==> src/rtl/stsirq_pkg.sv <==
// Shared definitions for the status/interrupt register group.
// Assumes a 2-bit word address space with four registers.
package stsirq_pkg;
    localparam int SEL_W = 2;

    typedef enum logic [SEL_W-1:0] {
        SEL_LIVE   = 2'd0,
        SEL_STICKY = 2'd1,
        SEL_MASK   = 2'd2,
        SEL_MODE   = 2'd3
    } sel_e;
endpackage

==> src/rtl/stsirq_sticky.sv <==
// Samples the event vector and keeps the sticky bits and edge-pending flags.
// Assumes clr_i is nonzero only during a write-1-to-clear cycle.
// A new event or rise in the clear cycle wins over the clear.
module stsirq_sticky #(
    parameter int W = 32
) (
    input  logic         clk,
    input  logic         rst_n,
    input  logic [W-1:0] evt_i,
    input  logic [W-1:0] clr_i,
    output logic [W-1:0] live_o,
    output logic [W-1:0] sticky_o,
    output logic [W-1:0] pend_o
);
    logic [W-1:0] live_q, sticky_q, pend_q;
    logic [W-1:0] rise;

    // Rising-edge detect against the previous sample.
    always_comb rise = evt_i & ~live_q;

    // Sample the events, then set or clear the sticky bits and pending flags (set wins).
    always_ff @(posedge clk) begin
        if (!rst_n) begin
            live_q   <= '0;
            sticky_q <= '0;
            pend_q   <= '0;
        end else begin
            live_q   <= evt_i;
            sticky_q <= (sticky_q & ~clr_i) | evt_i;
            pend_q   <= (pend_q & ~clr_i) | rise;
        end
    end

    assign live_o   = live_q;
    assign sticky_o = sticky_q;
    assign pend_o   = pend_q;


    sticky_set_chk: assert property (@(posedge clk) disable iff (!rst_n)
        (|evt_i) |=> ((sticky_q & $past(evt_i)) == $past(evt_i)));


    sticky_hold_chk: assert property (@(posedge clk) disable iff (!rst_n)
        1'b1 |=> ((sticky_q & $past(sticky_q & ~clr_i)) == $past(sticky_q & ~clr_i)));


    sticky_clear_chk: assert property (@(posedge clk) disable iff (!rst_n)
        (|(clr_i & ~evt_i)) |=> ((sticky_q & $past(clr_i & ~evt_i)) == '0));


    reset_zero_chk: assert property (@(posedge clk)
        !rst_n |=> (sticky_q == '0 && pend_q == '0 && live_q == '0));
endmodule

==> src/rtl/stsirq_cfg.sv <==
// Holds the interrupt enable mask and the per-bit edge/level mode.
// Assumes at most one write strobe is high in any cycle.
module stsirq_cfg #(
    parameter int W = 32
) (
    input  logic         clk,
    input  logic         rst_n,
    input  logic         wr_mask_i,
    input  logic         wr_mode_i,
    input  logic [W-1:0] wdata_i,
    output logic [W-1:0] mask_o,
    output logic [W-1:0] mode_o
);
    logic [W-1:0] mask_q, mode_q;

    // Load the mask and mode registers from the write port.
    always_ff @(posedge clk) begin
        if (!rst_n) begin
            mask_q <= '0;
            mode_q <= '0;
        end else begin
            if (wr_mask_i) mask_q <= wdata_i;
            if (wr_mode_i) mode_q <= wdata_i;
        end
    end

    assign mask_o = mask_q;
    assign mode_o = mode_q;


    mask_load_chk: assert property (@(posedge clk) disable iff (!rst_n)
        wr_mask_i |=> (mask_q == $past(wdata_i)));


    mode_keep_chk: assert property (@(posedge clk) disable iff (!rst_n)
        !wr_mode_i |=> $stable(mode_q));
endmodule

==> src/rtl/stsirq_req.sv <==
// Forms the per-bit interrupt requests and ORs them into one line.
// Assumes all inputs come from registers, so irq_o is glitch-free per cycle.
module stsirq_req #(
    parameter int W = 32
) (
    input  logic         clk,
    input  logic         rst_n,
    input  logic [W-1:0] sticky_i,
    input  logic [W-1:0] pend_i,
    input  logic [W-1:0] mask_i,
    input  logic [W-1:0] mode_i,
    output logic         irq_o
);
    logic [W-1:0] req;

    // Each bit picks its level or edge source, gated by its enable.
    for (genvar b = 0; b < W; b++) begin : g_bit
        always_comb req[b] = mask_i[b] & (mode_i[b] ? pend_i[b] : sticky_i[b]);
    end

    // Reduce all per-bit requests to the shared line.
    always_comb irq_o = |req;


    level_req_chk: assert property (@(posedge clk) disable iff (!rst_n)
        (|(sticky_i & mask_i & ~mode_i)) |-> irq_o);


    edge_req_chk: assert property (@(posedge clk) disable iff (!rst_n)
        (|(pend_i & mask_i & mode_i)) |-> irq_o);


    masked_quiet_chk: assert property (@(posedge clk) disable iff (!rst_n)
        (mask_i == '0) |-> !irq_o);
endmodule

==> src/rtl/stsirq_top.sv <==
// Status and interrupt register group for a W-bit event vector.
// Assumes a single-cycle write strobe and combinational reads.
module stsirq_top
    import stsirq_pkg::*;
#(
    parameter int W = 32
) (
    input  logic             clk,
    input  logic             rst_n,
    input  logic [W-1:0]     evt_i,
    input  logic [SEL_W-1:0] reg_addr,
    input  logic             reg_wr,
    input  logic [W-1:0]     reg_wdata,
    output logic [W-1:0]     reg_rdata,
    output logic             irq_o
);
    sel_e         sel;
    logic [W-1:0] clr, live, sticky, pend, mask, mode;
    logic         wr_mask, wr_mode;

    // Decode the word address and write strobes.
    always_comb begin
        sel     = sel_e'(reg_addr);
        clr     = (reg_wr && sel == SEL_STICKY) ? reg_wdata : '0;
        wr_mask = reg_wr && sel == SEL_MASK;
        wr_mode = reg_wr && sel == SEL_MODE;
    end

    stsirq_sticky #(.W(W)) u_sticky (
        .clk(clk), .rst_n(rst_n), .evt_i(evt_i), .clr_i(clr),
        .live_o(live), .sticky_o(sticky), .pend_o(pend)
    );

    stsirq_cfg #(.W(W)) u_cfg (
        .clk(clk), .rst_n(rst_n), .wr_mask_i(wr_mask), .wr_mode_i(wr_mode),
        .wdata_i(reg_wdata), .mask_o(mask), .mode_o(mode)
    );

    stsirq_req #(.W(W)) u_req (
        .clk(clk), .rst_n(rst_n), .sticky_i(sticky), .pend_i(pend),
        .mask_i(mask), .mode_i(mode), .irq_o(irq_o)
    );

    // Read multiplexer over the four registers.
    always_comb begin
        unique case (sel)
            SEL_LIVE:   reg_rdata = live;
            SEL_STICKY: reg_rdata = sticky;
            SEL_MASK:   reg_rdata = mask;
            SEL_MODE:   reg_rdata = mode;
            default:    reg_rdata = '0;
        endcase
    end


    live_track_chk: assert property (@(posedge clk) disable iff (!rst_n)
        1'b1 |=> (live == $past(evt_i)));
endmodule

==> config.mk <==
export PLATFORM = sky130hd
export DESIGN_NAME = stsirq_top
export DESIGN_NICKNAME = d
export VERILOG_FILES = /design/src/rtl/stsirq_pkg.sv /design/src/rtl/stsirq_sticky.sv /design/src/rtl/stsirq_cfg.sv /design/src/rtl/stsirq_req.sv /design/src/rtl/stsirq_top.sv
export SDC_FILE = /design/constraint.sdc
export NUM_CORES = 1
export LEC_CHECK = 0
export ABC_AREA = 1
export ABC_CLOCK_PERIOD_IN_PS = 1600
export BUFFER_PORTS_ARGS = -buffer_cell sky130_fd_sc_hd__buf_2
export CAP_MARGIN = 15
export CORE_ASPECT_RATIO = 1.2
export CORE_MARGIN = 3
export CORE_UTILIZATION = 24
export DETAILED_ROUTE_END_ITERATION = 6
export PLACE_DENSITY_LB_ADDON = 0.05
export SYNTH_ARGS = -nofsm -noshare
export SYNTH_HDL_FRONTEND = slang
export SYNTH_SLANG_ARGS = --single-unit
==> constraint.sdc <==
create_clock -name clk -period 1.6 [get_ports clk]
set_clock_uncertainty 0.1 [all_clocks]
set_input_delay 0.32 -clock clk [delete_from_list [all_inputs] [get_ports clk]]
set_output_delay 0.32 -clock clk [all_outputs]
set_load 0.05 [all_outputs]
Word-level counts from Yosys, hierarchy flattened:

Index checks and enable logic that the tools add are counted.

* bitwise operators: 39
* muxes and demuxes: 34
* reductions and logical operators: 5
* eq/ne operators: 3

Operator list (count)
* one-hot mux 32 bit (4 select lines): 1
* bitwise AND 32 bit: 3
* NOT 32 bit: 2
* OR 32 bit: 2
* bitwise AND 1 bit: 32
* 2-to-1 mux 1 bit: 32
* 2-to-1 mux 32 bit: 1
* OR reduction 32 bit: 1
* equality test 2 bit (second input constant): 2
* logical AND 1 bit: 3
* equality test 2 x 1 -> 1 bit (second input constant): 1
* logical NOT 2 bit: 1

* flip-flop bits (word level): 160
* output and inout bits: 33
* input bits: 69
* word-level logic and storage cells: 86

Longest topological paths before layout:

* depth in word-level cells: 6
* gate-level depth with buffers: 8
* gate-level depth less buffers: 8

Modules after synthesis:

From an unflattened synthesis, not the netlist that was laid out.

* cell total of the unflattened synthesis: 1233
* area, all modules: 7861.3 sq um

Modules (own cells, without submodules)
* stsirq_sticky: instances 1, sequential area each 1921.8 sq um, cells each 398, area each 3276.9 sq um
* stsirq_cfg: instances 1, sequential area each 1281.2 sq um, cells each 373, area each 2572.5 sq um
* stsirq_top: instances 1, sequential area each 0.0 sq um, cells each 257, area each 1197.4 sq um
* stsirq_req: instances 1, sequential area each 0.0 sq um, cells each 205, area each 814.5 sq um

Worst setup path after synthesis:

Ideal clock, no wire load.

* kind: input to output
* from: input reg_addr[0]
* to: output reg_rdata[10]
* required time: 1.180 ns
* buffers on the path: 1
* data arrival time: 1.453 ns
* setup slack: -0.273 ns
* stages on the path: 3
* cell sequence: nand2_1 > clkbuf_1 > o2111ai_1

* word-level cells in the longest chain between the ends: 2
* elaborated cells between the ends (all ways): 5
* classes of those cells: eq/ne: 3; mux: 1; reduce/logical: 1

Ends and longest elaborated chain
* start, declared: line stsirq_top.sv:11 `input logic [SEL_W-1:0] reg_addr,`
* equality test 2 bit, or another cell as far along: line stsirq_top.sv:46 `unique case (sel)`
* one-hot mux 32 bit (4 select lines) (*): line stsirq_top.sv:46
* end, declared: line stsirq_top.sv:14 `output logic [W-1:0] reg_rdata,`

Mark *: on every way between the ends. The rest lies on a longest branch, timed or not.

Final worst setup path:

* from: register u_cfg.mode_q[3], in the netlist u_cfg.mode_o[3]
* to: output irq_o

* word-level cells in the longest chain between the ends: 3

Ends and longest elaborated chain
* start, declared: line stsirq_cfg.sv:14 `logic [W-1:0] mask_q, mode_q;`
* start signal, assigned: line stsirq_cfg.sv:23 `if (wr_mode_i) mode_q <= wdata_i;`
* 2-to-1 mux 1 bit: line stsirq_req.sv:18 `always_comb req[b] = mask_i[b] & (mode_i[b] ? pend_i[b] : sticky_i[b]);`
* bitwise AND 1 bit: line stsirq_req.sv:18
* OR reduction 32 bit: line stsirq_req.sv:22 `always_comb irq_o = |req;`
* end, declared: line stsirq_top.sv:15 `output logic irq_o`

Every way passes these cells.

==> out/qor.tcl <==
set qor(crit_path_max_incr_delay_ns) 0.33
set qor(synth.top_cells.by_area) {sky130_fd_sc_hd__dfxtp_1, sky130_fd_sc_hd__nand2_1, sky130_fd_sc_hd__inv_1}
set qor(max_cap_violations) 0
set qor(ys_seq_area_share_pct) 44.5
set qor(cts_tree) {yes}
set qor(share_of_layout_cells_above_drive_strength_1_pct) 44.2
set qor(core_area_um2) 29200
set qor(asyncSetResetFlopFracSynth_pct) 0
set qor(num_antenna_cells) 0
set qor(achievable-frequency_mhz) 498
set qor(io-pin-count) 102
set qor(critical_path_required_ns) 1.18
set qor(path_clk_slew_ns) 0.07
set qor(design.die.area_um2) 32100
set qor(overflow) 0
set qor(register_area_um2) 3260
set qor(insertion_delay_ns) 0.43
set qor(grt_max_degree) 49
set qor(ys_ff_latch) 160
set qor(multi_input_comb_area_um2) 3860
set qor(cts_root_buf) {sky130_fd_sc_hd__clkbuf_16}
set qor(syn_nets) 1013
set qor(num_vias) 6807
set qor(drc) 0
set qor(drt-pass1-iter-count) 4
set qor(mappedNetlistArea_um2) 7200
set qor(buffer_ports.inserted) 101
set qor(clock_tree.htree_level_count) 4
set qor(count_of_flip_flops_with_a_built_in_enable_after_synthesis) 0
set qor(syn_to_final_growth_pct) 56.7
set qor(failed_checks) {negative setup slack}
set qor(fp.dieH_um) 196
set qor(clock_sink_count) 160
set qor(gpl.final_weighted_congestion) 0.730
set qor(transition_time_at_the_pin_with_the_least_slew_margin_ns) 0.382
set qor(report.final.setup_viol) 33
set qor(tritoncts.num_buffers) 17
set qor(post-synth-top-area-cell) {sky130_fd_sc_hd__dfxtp_1}
set qor(fin_hold_ws_ns) 0.0303
set qor(worst_slack_ns) -0.410
set qor(period_minus_slack_ns) 2.01
set qor(timing.critical_path.to_type) {output port}
set qor(max-slew-margin-rel_pct) 74.5
set qor(synthTopCellsByCount) {sky130_fd_sc_hd__nand2_1, sky130_fd_sc_hd__dfxtp_1, sky130_fd_sc_hd__inv_1}
set qor(yosysWarnings) 0
set qor(period_share_pct) 126
set qor(post_synthesis_cell_count) 944
set qor(routed_wire_length_per_instance_um) 16.7
set qor(setup.worst_path.start_class) {flip-flop}
set qor(cts_max_path_buffers) 2
set qor(cp_common_cell) {sky130_fd_sc_hd__nand2_1}
set qor(post-dp-hpwl_um) 17500
set qor(crit_path_max_fanout) 3
set qor(synth.avg_cell_area_um2) 7.63
set qor(iteration_0_drc_count_of_the_detailed_router) 298
set qor(timing.final.max_slew_violations) 0
set qor(die-width_um) 164
set qor(crit_slowest_cell) {sky130_fd_sc_hd__dfxtp_2}
set qor(largest_voltage_drop_on_the_vdd_net_v) 0.000581
set qor(vias_in_the_first_global_route) 6903
set qor(critPathKind) {reg -> out}
set qor(synth_ff_type) {sky130_fd_sc_hd__dfxtp_1}
set qor(finalWirelength_um) 26300
set qor(fin_setup_tns_ns) -3.29
set qor(timing.hold.worst.class) {in -> reg}
set qor(vias_per_cell) 4.34
set qor(initial_antenna_violation_count) 1
set qor(layout_net_count) 1240
set qor(ant_nets) 0
set qor(synth_largest_type_area_fraction_pct) 44.5
set qor(timing.critical_path.cells) {nand2_1 -> o21ai_1 -> nand2_1 -> nand2_2 -> nor2_1 -> nand2_1 -> nor2_1 -> nand2_2 -> buf_8}
set qor(std_cell_rows) 68
set qor(cp_arrival_ns) 1.59
set qor(grtUsageTotal_pct) 16.6
set qor(yosys.cell_count.top_type) {sky130_fd_sc_hd__nand2_1}
set qor(floorplan.initialDensity_pct) 24.7
set qor(run_status) {complete, but fails checks}
set qor(report.final.hold_viol_count) 0
set qor(synthDistinctLibCells) 20
set qor(nFillCells) 3022
set qor(first_pass_grt_wire_length_um) 40200
set qor(p_total_uw) 11000
set qor(power.leakage_uw) 0.00503
set qor(rsz0062_at_grt) {yes}
set qor(p_per_area_nw_per_um2) 973
-- layout by cell type (no fill, tap or decap), drive strengths merged --
| master | synthesis | layout |
|---|---|---|
| bufinv | 0 | 3 |
| clkbuf | 20 | 20 |
| clkinv | 0 | 6 |
| nand2 | 279 | 279 |
| nand3 | 55 | 55 |
| dfxtp | 160 | 160 |
| o21ai | 42 | 42 |
| nor2 | 44 | 44 |
| o31ai | 32 | 32 |
| dlygate4sd3 | 0 | 1 |
| buf | 28 | 254 |
| o22ai | 33 | 33 |
| a21oi | 65 | 65 |
| o2111ai | 31 | 31 |
| inv | 155 | 155 |
| clkinvlp | 0 | 3 |
| bufbuf | 0 | 1 |
-- state kept, by name, indices dropped and copies added (netlist names) --
register	flops
u_cfg.mask_o	32
u_cfg.mode_o	32
u_sticky.live_o	32
u_sticky.pend_o	32
u_sticky.sticky_o	32
-- area by class of cell --
type | instances | area share, %
repair buffers | 256 | 22.0
multi-input cells | 581 | 34.2
inverters | 155 | 5.29
clock inverters | 12 | 1.43
flip-flops and latches | 160 | 28.9
clock buffers | 20 | 3.96
well taps | 385 | 4.27
-- routing by layer --
| metal | GRT usage, % | share of wire (%) |
|---|---|---|
| met4 | 3.73 | 1.0 |
| met2 | 27.0 | 48 |
| met1 | 22.8 | 48 |
| met5 | 0 | 0.042 |
| met3 | 3.19 | 3.1 |
-- stage by stage --
step / setup slack (ns) / cells / util [%] / cell area (µm²)
after floorplan: -0.273 / 944 / - / 7250
after global placement: -0.280 / 1510 / 31.5 / 9180
after detailed placement: -0.298 / 1510 / 31.5 / 9180
after CTS: -0.489 / 1568 / 38.0 / 11100
after global routing: -0.542 / 1569 / 38.7 / 11300
final: -0.410 / 1569 / 38.7 / 11300
-- report_power, final --
part           internal, µW  total (µW)  switching [µW]
Combinational          1020        2270            1260
Sequential             4270        4430             158
Clock                  2510        4280            1770
-- path summary, 6_finish.rpt --
check / start / slack [ns] / cells past startpoint / to
worst max-delay path: u_cfg.mode_o[3] / -0.41 / 9 / irq_o
worst min-delay path: evt_i[6] / 0.03 / 3 / u_sticky.live_o[6]
worst max register to register: u_sticky.sticky_o[18] / 0.63 / 3 / u_sticky.sticky_o[18]
worst min register to register: u_sticky.live_o[29] / 0.36 / 1 / u_sticky.pend_o[29]
-- cell families (layout without fill, tap and decap cells) --
kind of cell    after synthesis  after routing  synth area share (%)
simple gates                378            378                  24.1
flops                       160            160                  44.5
compound gates              203            203                  19.5
buf+inv                     203            443                  11.9
-- critical path, delay by kind of cell (launching register included) --
family / cells / cell delay [ns]
simple gates: 7 / 0.60
compound gates: 1 / 0.06
buf+inv: 1 / 0.16
flops: 1 / 0.33
-- timing repair --
action / 4_1_cts / 5_1_grt
hold buffers: 1 / 0
cloned: 8 / 0
hold endpoints to repair: 1 / 0
endpoints found under the setup margin: 33 / 33
buffers inserted: 17 / 6
pin swaps: 48 / 21
gates resized for setup: 281 / 60
Note: power is estimated with default switching activity, not from simulation.
